===== src/rtl/rxc_pkg.sv =====
package rxc_pkg;

  localparam logic [31:0] CRC_POLY    = 32'h04C11DB7;
  localparam logic [31:0] CRC_SEED    = 32'hFFFFFFFF;
  localparam logic [31:0] CRC_RESIDUE = 32'hC704DD7B;

  // packed order puts ov at bit 0 and lg at bit 3
  typedef struct packed {
    logic lg;
    logic cr;
    logic no;
    logic ov;
  } rx_stat_t;

  typedef enum logic [1:0] {
    ST_IDLE = 2'd0,
    ST_RECV = 2'd1,
    ST_DROP = 2'd2
  } rx_state_e;

  // one serial LFSR step, data bit taken in wire order
  function automatic logic [31:0] crc_step(input logic [31:0] c, input logic b);
    crc_step = {c[30:0], 1'b0} ^ ((c[31] ^ b) ? CRC_POLY : 32'h0);
  endfunction

endpackage


===== src/rtl/rxc_ctrl.sv =====
module rxc_ctrl
  import rxc_pkg::*;
(
  input  logic clk,
  input  logic rst_n,
  input  logic rx_valid,
  input  logic fifo_ovr,
  output logic start,
  output logic accept,
  output logic close,
  output logic close_ov,
  output logic fresh
);

  rx_state_e state_q, state_d;

  always_comb begin
    state_d  = state_q;
    start    = 1'b0;
    accept   = 1'b0;
    close    = 1'b0;
    close_ov = 1'b0;
    fresh    = 1'b0;
    case (state_q)
      ST_IDLE: begin
        if (rx_valid) begin
          if (fifo_ovr) begin
            close    = 1'b1;
            close_ov = 1'b1;
            fresh    = 1'b1;
            state_d  = ST_DROP;
          end else begin
            start   = 1'b1;
            accept  = 1'b1;
            state_d = ST_RECV;
          end
        end
      end
      ST_RECV: begin
        if (!rx_valid) begin
          close   = 1'b1;
          state_d = ST_IDLE;
        end else if (fifo_ovr) begin
          close    = 1'b1;
          close_ov = 1'b1;
          state_d  = ST_DROP;
        end else begin
          accept = 1'b1;
        end
      end
      ST_DROP: begin
        if (!rx_valid) state_d = ST_IDLE;
      end
      default: state_d = ST_IDLE;
    endcase
  end

  always_ff @(posedge clk or negedge rst_n) begin
    if (!rst_n) state_q <= ST_IDLE;
    else        state_q <= state_d;
  end

  // after an overrun nothing is taken or closed until the carrier drops
  assert_drop_quiet_R8: assert property (@(posedge clk) disable iff (!rst_n)
    (state_q == ST_DROP) |-> (!accept && !close));

  // a close always leaves the receiving state
  assert_close_exits_R2: assert property (@(posedge clk) disable iff (!rst_n)
    close |=> (state_q != ST_RECV));

endmodule


===== src/rtl/rxc_len.sv =====
module rxc_len #(
  parameter int CNT_W = 16
) (
  input  logic             clk,
  input  logic             rst_n,
  input  logic             start,
  input  logic             accept,
  output logic [2:0]       bit_cnt,
  output logic [CNT_W-1:0] octets,
  output logic             octet_done
);

  localparam logic [CNT_W-1:0] OCT_TOP = {CNT_W{1'b1}};

  logic [2:0]       bit_d;
  logic [CNT_W-1:0] oct_d;
  logic             cnt_en;

  assign octet_done = accept && !start && (bit_cnt == 3'd7);
  assign cnt_en     = start || accept;

  always_comb begin
    bit_d = bit_cnt;
    oct_d = octets;
    if (start) begin
      bit_d = 3'd1;
      oct_d = '0;
    end else if (accept) begin
      bit_d = bit_cnt + 3'd1;
      if (octet_done && (octets != OCT_TOP)) oct_d = octets + 1'b1;
    end
  end

  always_ff @(posedge clk or negedge rst_n) begin
    if (!rst_n) begin
      bit_cnt <= '0;
      octets  <= '0;
    end else if (cnt_en) begin
      bit_cnt <= bit_d;
      octets  <= oct_d;
    end
  end

  // the full count never goes back within a frame
  assert_oct_mono_R7: assert property (@(posedge clk) disable iff (!rst_n)
    (accept && !start) |=> (octets >= $past(octets)));

  // the first bit of a frame leaves one bit pending and no octet
  assert_first_bit_R2: assert property (@(posedge clk) disable iff (!rst_n)
    start |=> (bit_cnt == 3'd1 && octets == '0));

endmodule


===== src/rtl/rxc_crc.sv =====
module rxc_crc
  import rxc_pkg::*;
(
  input  logic clk,
  input  logic rst_n,
  input  logic start,
  input  logic accept,
  input  logic octet_done,
  input  logic rx_bit,
  output logic crc_ok
);

  logic [31:0] crc_q, crc_d, crc_nx;
  logic        ok_d;
  logic        crc_en;

  assign crc_nx = crc_step(start ? CRC_SEED : crc_q, rx_bit);
  assign crc_en = start || accept;

  always_comb begin
    crc_d = crc_nx;
    ok_d  = crc_ok;
    if (start)           ok_d = 1'b0;
    else if (octet_done) ok_d = (crc_nx == CRC_RESIDUE);
  end

  always_ff @(posedge clk or negedge rst_n) begin
    if (!rst_n) begin
      crc_q  <= CRC_SEED;
      crc_ok <= 1'b0;
    end else if (crc_en) begin
      crc_q  <= crc_d;
      crc_ok <= ok_d;
    end
  end

  // a frame with no whole octet yet has no passing CRC verdict
  assert_empty_bad_R5: assert property (@(posedge clk) disable iff (!rst_n)
    start |=> !crc_ok);

  // the verdict only moves on octet boundaries or at frame start
  assert_verdict_hold_R5: assert property (@(posedge clk) disable iff (!rst_n)
    (!start && !octet_done) |=> $stable(crc_ok));

endmodule


===== src/rtl/rx_err_classifier.sv =====
module rx_err_classifier
  import rxc_pkg::*;
#(
  parameter int CNT_W = 16,
  parameter int BC_W  = 11
) (
  input  logic             clk,
  input  logic             rst_n,
  input  logic             rx_valid,
  input  logic             rx_bit,
  input  logic             fifo_ovr,
  input  logic [CNT_W-1:0] max_len,
  output logic             done,
  output logic [3:0]       rx_status,
  output logic             babble,
  output logic             trunc,
  output logic [BC_W-1:0]  byte_cnt
);

  localparam logic [CNT_W-1:0] STORE_MAX = CNT_W'((2 ** BC_W) - 1);
  localparam logic [BC_W-1:0]  BC_MAX    = {BC_W{1'b1}};

  // reset: asynchronous assertion, synchronous release
  logic [1:0] rst_sync;
  logic       rst_i;

  always_ff @(posedge clk or negedge rst_n) begin
    if (!rst_n) rst_sync <= 2'b00;
    else        rst_sync <= {rst_sync[0], 1'b1};
  end
  assign rst_i = rst_sync[1];

  logic             start, accept, close, close_ov, fresh;
  logic [2:0]       bit_cnt;
  logic [CNT_W-1:0] octets;
  logic             octet_done;
  logic             crc_ok;

  rxc_ctrl u_ctrl (
    .clk      (clk),
    .rst_n    (rst_i),
    .rx_valid (rx_valid),
    .fifo_ovr (fifo_ovr),
    .start    (start),
    .accept   (accept),
    .close    (close),
    .close_ov (close_ov),
    .fresh    (fresh)
  );

  rxc_len #(.CNT_W(CNT_W)) u_len (
    .clk        (clk),
    .rst_n      (rst_i),
    .start      (start),
    .accept     (accept),
    .bit_cnt    (bit_cnt),
    .octets     (octets),
    .octet_done (octet_done)
  );

  rxc_crc u_crc (
    .clk        (clk),
    .rst_n      (rst_i),
    .start      (start),
    .accept     (accept),
    .octet_done (octet_done),
    .rx_bit     (rx_bit),
    .crc_ok     (crc_ok)
  );

  // end-of-frame classification
  logic [CNT_W-1:0] eff_oct;
  logic             dribble;
  rx_stat_t         stat_nx, stat_d, stat_q;
  logic             trunc_nx, trunc_d, trunc_q;
  logic [BC_W-1:0]  bc_nx, bc_d, bc_q;
  logic             done_d, done_q;
  logic             stat_en;

  always_comb begin
    eff_oct    = fresh ? '0 : octets;
    dribble    = !fresh && (bit_cnt != 3'd0);
    stat_nx.ov = close_ov;
    stat_nx.no = !close_ov && dribble && !crc_ok;
    stat_nx.cr = !close_ov && !dribble && !crc_ok;
    stat_nx.lg = (eff_oct > max_len);
    trunc_nx   = (eff_oct > STORE_MAX);
    bc_nx      = trunc_nx ? BC_MAX : eff_oct[BC_W-1:0];
  end

  always_comb begin
    stat_en = close || start;
    done_d  = close;
    stat_d  = stat_q;
    trunc_d = trunc_q;
    bc_d    = bc_q;
    if (close) begin
      stat_d  = stat_nx;
      trunc_d = trunc_nx;
      bc_d    = bc_nx;
    end else if (start) begin
      stat_d  = '0;
      trunc_d = 1'b0;
      bc_d    = '0;
    end
  end

  always_ff @(posedge clk or negedge rst_i) begin
    if (!rst_i) begin
      stat_q  <= '0;
      trunc_q <= 1'b0;
      bc_q    <= '0;
    end else if (stat_en) begin
      stat_q  <= stat_d;
      trunc_q <= trunc_d;
      bc_q    <= bc_d;
    end
  end

  always_ff @(posedge clk or negedge rst_i) begin
    if (!rst_i) done_q <= 1'b0;
    else        done_q <= done_d;
  end

  assign done      = done_q;
  assign rx_status = stat_q;
  assign babble    = stat_q.lg;
  assign trunc     = trunc_q;
  assign byte_cnt  = bc_q;

  // an overrun masks both CRC-related bits
  assert_ov_wins_R8: assert property (@(posedge clk) disable iff (!rst_i)
    stat_q.ov |-> (!stat_q.no && !stat_q.cr));

  // CRC error and non-octet error never share a frame
  assert_no_cr_excl_R4: assert property (@(posedge clk) disable iff (!rst_i)
    !(stat_q.no && stat_q.cr));

  // a truncated frame reports the capped count
  assert_trunc_cap_R7: assert property (@(posedge clk) disable iff (!rst_i)
    trunc_q |-> (bc_q == BC_MAX));

  // results hold between a close and the next frame start
  assert_hold_R9: assert property (@(posedge clk) disable iff (!rst_i)
    (!close && !start) |=> ($stable(stat_q) && $stable(bc_q) && $stable(trunc_q)));

endmodule


===== config.mk =====
export PLATFORM = sky130hd
export DESIGN_NAME = rx_err_classifier
export DESIGN_NICKNAME = d
export VERILOG_FILES = /design/src/rtl/rxc_pkg.sv /design/src/rtl/rxc_ctrl.sv /design/src/rtl/rxc_len.sv /design/src/rtl/rxc_crc.sv /design/src/rtl/rx_err_classifier.sv
export SDC_FILE = /design/constraint.sdc
export NUM_CORES = 1
export LEC_CHECK = 0
export ABC_AREA = 1
export CAP_MARGIN = 5
export CORE_MARGIN = 2
export CORE_UTILIZATION = 45
export CTS_CLUSTER_SIZE = 8
export DETAILED_ROUTE_END_ITERATION = 8
export PLACE_DENSITY = 0.65
export SETUP_SLACK_MARGIN = 0.1
export SLEW_MARGIN = 10
export SYNTH_ARGS = -nofsm -noshare
export SYNTH_HDL_FRONTEND = slang
export SYNTH_SLANG_ARGS = --single-unit

===== constraint.sdc =====
create_clock -name clk -period 2.8 [get_ports clk]
set_input_delay 0.42 -clock clk [delete_from_list [all_inputs] [get_ports clk]]
set_output_delay 0.42 -clock clk [all_outputs]
set_load 0.01 [all_outputs]

==> results of run 1 <==
## through the flow
step	cell area, um2	setup slack (ps)
after floorplan	4225	640.7
after global placement	4755	138.3
after detailed placement	4755	78.31
after CTS	4942	427.9
after global routing	4942	259.0
final	4942	459.9
## cell type report
cell class | instances | area (um2)
clock buffer | 11 | 152.6
clock inverter | 5 | 35.03
fill | 857 | 4254
inverter | 89 | 334.1
multi-input combinational | 364 | 1946
sequential | 73 | 1868
tap | 111 | 138.9
timing repair buffer | 48 | 467.9
## cells in the final DEF, fill, tap and decap left out, drive strengths merged, types with 11 or more instances in the layout
| master | netlist | routed |
|---|---|---|
| clkdlybuf4s50 | 0 | 38 |
| nand4 | 16 | 16 |
| nand2 | 140 | 140 |
| nor2 | 61 | 61 |
| nand3 | 44 | 44 |
| o22ai | 18 | 18 |
| o21ai | 35 | 35 |
| dfstp | 32 | 32 |
| dfrtp | 41 | 41 |
| inv | 87 | 90 |
| clkbuf | 6 | 11 |
| ha | 21 | 21 |
## worst paths after layout
path	from	endpoint	slack, ps	depth (start not counted)
min in group clk	rst_sync[0]$_DFF_PN0_	rst_sync[1]$_DFF_PN0_	350	0
setup / recovery	fifo_ovr	u_crc.crc_q[16]$_DFFE_PN1P_	460	6
hold / removal	rst_n	rst_sync[1]$_DFF_PN0_	240	1
max in group asynchronous	rst_sync[1]$_DFF_PN0_	u_crc.crc_q[1]$_DFFE_PN1P_	1760	1
setup reg to reg	u_ctrl.state_q[0]$_DFFE_PN0P_	babble$_DFFE_PN0P_	520	12
hold reg to reg	rst_sync[1]$_DFF_PN0_	u_len.octets[5]$_DFFE_PN0P_	330	0
## cell families (layout without fill, tap and decap cells)
kind of cell	count (synthesis)	count (layout)
adder cells (fa/ha/maj)	21	21
buffers and inverters	104	153
AND/OR/NAND/NOR	270	270
XOR/XNOR	4	4
flip-flops	73	73
other	1	1
AO/OA/AOI/OAI	68	68
## registers in the layout, indices dropped and copies added (netlist names)
register        count
babble              1
byte_cnt           11
done                1
rst_sync            2
rx_status           3
trunc               1
u_crc.crc_ok        1
u_crc.crc_q        32
u_ctrl.state_q      2
u_len.bit_cnt       3
u_len.octets       16
## per-layer routing
layer	GRT usage	up-vias
met1	0.2809	1692
met5	0	-
met3	0.03606	9
met4	0.06237	0
met2	0.3097	77
li1	-	1831
## where the power goes
part | internal [mW] | leakage (nW) | switching, mW
sequential | 1.25 | 0.888 | 0.0950
combinational | 0.229 | 1.42 | 0.310
clock | 0.381 | 0.0997 | 0.412
==> flow_summary.toml, run 1 <==
[layout]
areaGrowthSynthToFinish_pct = 16.97
stdcell_count = 701
drive_gt1_frac = 0.1508
n_antenna_cell = 0
layout.nets = 627
post-route-util = 0.5374

[cts]
clk_pin_slew_ps = 80
numCtsBuffers = 9
htree_num_levels = 3
cts_tree = "built"
hold_buffers = 0
root_buffer = "clkbuf_8"
cts_resized = 0
cts_setup_buffers = 0
clockBufferDepth = 2
clock-sinks = 73
clkLatencyLatePin_ps = 340

[detailed_routing]
drt-met1-wl_um = 4513
viasPerCell = 5.148
drc = 0
wl_met3_um = 451
ant_nets = 0
wl_um = 9279
first_pass_iters = 5
top_layer = "met4"
wl_met2_um = 4219
wl_per_cell_um = 13.24
drt-initial-drc-count = 237
num_vias = 3609

[sta]
slew_headroom = 0.3932
fin_setup_tns_ps = 0
finalSetupViolations = 0
holdWs_ps = 235.8
fmaxAchievable_mhz = 427.3
period_share = 0.8358
fin_crit_ps = 2340
drv_slew = 0
skew_ps = 10.24
timing.final.hold_violations = 0
tightest_slew_ps = 904.6
grt_setup_unrepaired = "false"

[logic_synthesis]
avgSynthCellArea_um2 = 7.810
yosysSeqAreaShare = 0.4418
synth-seq-cells = 73
synth_top_area_share = 0.2428
synth_cells = 541
synth_edf_count = 0
synth_common_cells = "nand2_1 (134), inv_1 (81), nor2_1 (56)"
ys.flop_type = "dfrtp_1"
ys_top_cells_by_area = "dfrtp_1 (24%), dfstp_2 (20%), nand2_1 (12%), inv_1 (7.2%), ha_1 (6.2%)"
ys_types = 40
synth_compound_area_frac = 0.1022
synth-adder-area-share = 0.06219
synth-simple-area-share = 0.2869
synth_top_area_cell = "dfrtp_1"
synth_area_um2 = 4225
yosysMostFrequentCell = "nand2_1"
synth_nets = 583
synth_top_family_by_area = "simple AND/OR/NAND/NOR gates"
async_reset_ff_frac = 1.000
synth_warnings = 0
synth-xor-area-share = 0.008291
synthMuxAreaShare = 0

[grt]
grt_start_max_net_pins = 42
track_usage = 0.1985
grt_first_pass_wirelength_um = 16130
grt-ovfl-total = 0
grt_pass1_vias = 3484
antenna_found_initial = 0

[critical_path]
critPathCaptureType = "flop"
crit_arrival_ps = 2570
max_stage_delay_ps = 760
path_cells = "clkdlybuf4s50_1 > buf_4 > nor2_4 > nand2_4 > clkinv_1 > o21ai_0"
critPathBufInv = 3
crit_family = "buffers and inverters"
start_kind = "input port"
crit_type = "input port to flop"
crit_required_ps = 3030
worstPathMaxFanout = 35
slowest_stage = "clkinv_1"

[job]
cap_violations = 0

[run_status]
status = "finished, final reports clean"

[floorplan]
die_y_um = 100.9
start_util = 0.4595
die_x_um = 100.9
die-area_um2 = 10180
fp.coreArea_um2 = 9196
rows = 35
io_pins = 39

[placed_design]
gp_congestion = 0.8357
placed_cells = 685
dp_hpwl_um = 6926
portBuffers = 38

[power]
power.leakage_nw = 2.407
peakVddDrop_uv = 247.3
power_mw = 2.672
power_density_nw_per_um2 = 540.7

[min_path]
hold_path.class = "input port to asynchronous set/reset pin"
No activity file was read; power rests on OpenSTA's default activity.
==> run 2: changes to the inputs <==
Clock period 2.8 ns to 2.4 ns, I/O delays scaled along.
==> flow_summary.toml, run 2 (synthesis results as in run 1) <==
[detailed_routing]
wl_um = 9833
ant_nets = 0
num_vias = 3779
viasPerCell = 5.249
drc = 0
first_pass_iters = 5
wl_per_cell_um = 13.66
drt-initial-drc-count = 224

[layout]
post-route-util = 0.5586
final_common_cell = "nand2_1"
n_antenna_cell = 0
layout.nets = 646
areaGrowthSynthToFinish_pct = 21.59
nFillCells = 839
largest_reg_flops = 32
regArea_um2 = 1868
regMostFlops = "u_crc.crc_q"
multi_input_area_um2 = 1958
final_cell_mix = "nand2_1 (133), inv_1 (80), nor2_1 (55)"
drive_gt1_frac = 0.1872
final_area_um2 = 5137

[critical_path]
startpoint = "u_ctrl.state_q[0]$_DFFE_PN0P_"
crit_cells = 13
endpoint = "babble$_DFFE_PN0P_"
slowest_stage = "dfrtp_1"
r2r-start = "u_ctrl.state_q[0]$_DFFE_PN0P_"
critPathCaptureType = "flop"
max_stage_delay_ps = 430
crit_type = "flop to flop"
start_kind = "flop"
cpMostUsedCell = "nor2_1"
crit_arrival_ps = 2460
worstPathMaxFanout = 8
path_cells = "nor2_2 > nand3_2 > inv_2 > nor2_1 > ha_1 > nand2_1 > inv_1 > nand3_1 > or3_1 > nor2_1 > nor2_1 > o21ai_1 > nand2_1"
r2r-end = "babble$_DFFE_PN0P_"
critPathBufInv = 2
r2r_cells = 13
r2r_slack_ps = 180
crit_required_ps = 2640
crit_family = "simple AND/OR/NAND/NOR gates"

[placed_design]
dp_hpwl_um = 7187
post_dp_cell_area_um2 = 4922
gp_congestion = 0.9182
portBuffers = 38

[power]
power_density_nw_per_um2 = 628.6
peakVddDrop_uv = 244.8
power.leakage_nw = 2.509

[cts]
root_buffer = "clkbuf_8"
htree_num_levels = 3
clk_pin_slew_ps = 80
numCtsBuffers = 9
cts_setup_buffers = 0
clock-sinks = 73
cts_tree = "built"
clockBufferDepth = 2
clkLatencyLatePin_ps = 360

[sta]
period_share = 0.9244
drv_slew = 0
skew_ps = 10.25
tightest_slew_ps = 577.0
fmaxAchievable_mhz = 450.7
fin_crit_ps = 2219
timing.final.hold_violations = 0
slew_headroom = 0.6149
grt_setup_unrepaired = "true"
finalSetupViolations = 0

[min_path]
hold_path.class = "input port to asynchronous set/reset pin"

[floorplan]
fp.coreArea_um2 = 9196
start_util = 0.4595
die_x_um = 100.9
die-area_um2 = 10180
die_y_um = 100.9
rows = 35
io_pins = 39

[run_status]
status = "finished, final reports clean"

[grt]
grt_first_pass_wirelength_um = 16610
track_usage = 0.2047
antenna_found_initial = 0
grt_pass1_vias = 3579
grt-ovfl-total = 0
grt_start_max_net_pins = 43

[job]
cap_violations = 0
==> run 2: power by group <==
part           internal (mW)  switching, mW  total, mW  leakage [nW]
sequential              1.45          0.103       1.56         0.888
clock                  0.489          0.509      0.998         0.104
combinational          0.293          0.381      0.674          1.52
==> run 2: cell type report <==
| class | instances | share of cell area |
|---|---|---|
| clock buffer | 9 | 0.02411 |
| clock inverter | 7 | 0.01534 |
| inverter | 89 | 0.06503 |
| multi-input combinational | 364 | 0.3811 |
| sequential | 73 | 0.3636 |
| tap | 111 | 0.02703 |
| timing repair buffer | 67 | 0.1237 |
==> run 2: how the worst min path moves through the flow <==
| stage | from | endpoint | cells past startpoint |
|---|---|---|---|
| 6_report | rst_n | rst_sync[0]$_DFF_PN0_ | 1 |
| 5_1_grt | rst_n | rst_sync[0]$_DFF_PN0_ | 1 |
| 4_1_cts | rst_n | rst_sync[0]$_DFF_PN0_ | 1 |
| 3_5_place_dp | rst_sync[1]$_DFF_PN0_ | u_len.octets[8]$_DFFE_PN0P_ | 1 |
| 3_3_place_gp | rst_sync[1]$_DFF_PN0_ | u_len.octets[8]$_DFFE_PN0P_ | 1 |
| 2_1_floorplan | rst_n | rst_sync[0]$_DFF_PN0_ | 0 |
==> run 2: per-layer routing <==
layer  part of all wire  global-route usage  vias up
met5                  0                   0        -
met4              0.023             0.08108        0
met3              0.055             0.03814       20
met2               0.46              0.3215      112
met1               0.46              0.2799     1784
li1                   -                   -     1863
==> run 2: timing repair <==
action                                  4_1_cts  5_1_grt
endpoints found under the setup margin        1        2
resized for setup                             1        5
hold buffers                                  0        0
pin swaps                                     0        0
==> run 2: worst register-to-register path, delay by kind of cell (launching register included) <==
kind / cells / cell delay [ps]
compound gates: 1 / 90
fa+ha+maj: 1 / 300
buf+inv: 2 / 190
flops: 1 / 430
simple gates: 9 / 1110
==> run 2: per-stage QoR <==
stage / TNS (ps) / worst slack, ps / hold WS (ps) / instances / power, mW
2_1_floorplan: 0 / 240.7 / 64.41 / 541 / 1.991
6_report: 0 / 181.3 / 165.3 / 720 / 3.229
3_3_place_gp: -110.2 / -110.2 / 296.5 / 704 / 2.229
5_1_grt: 0 / 79.05 / 151.1 / 720 / 3.425
3_5_place_dp: -211.9 / -211.9 / 297.9 / 704 / 2.249
4_1_cts: 0 / 126.9 / 158.3 / 720 / 3.250
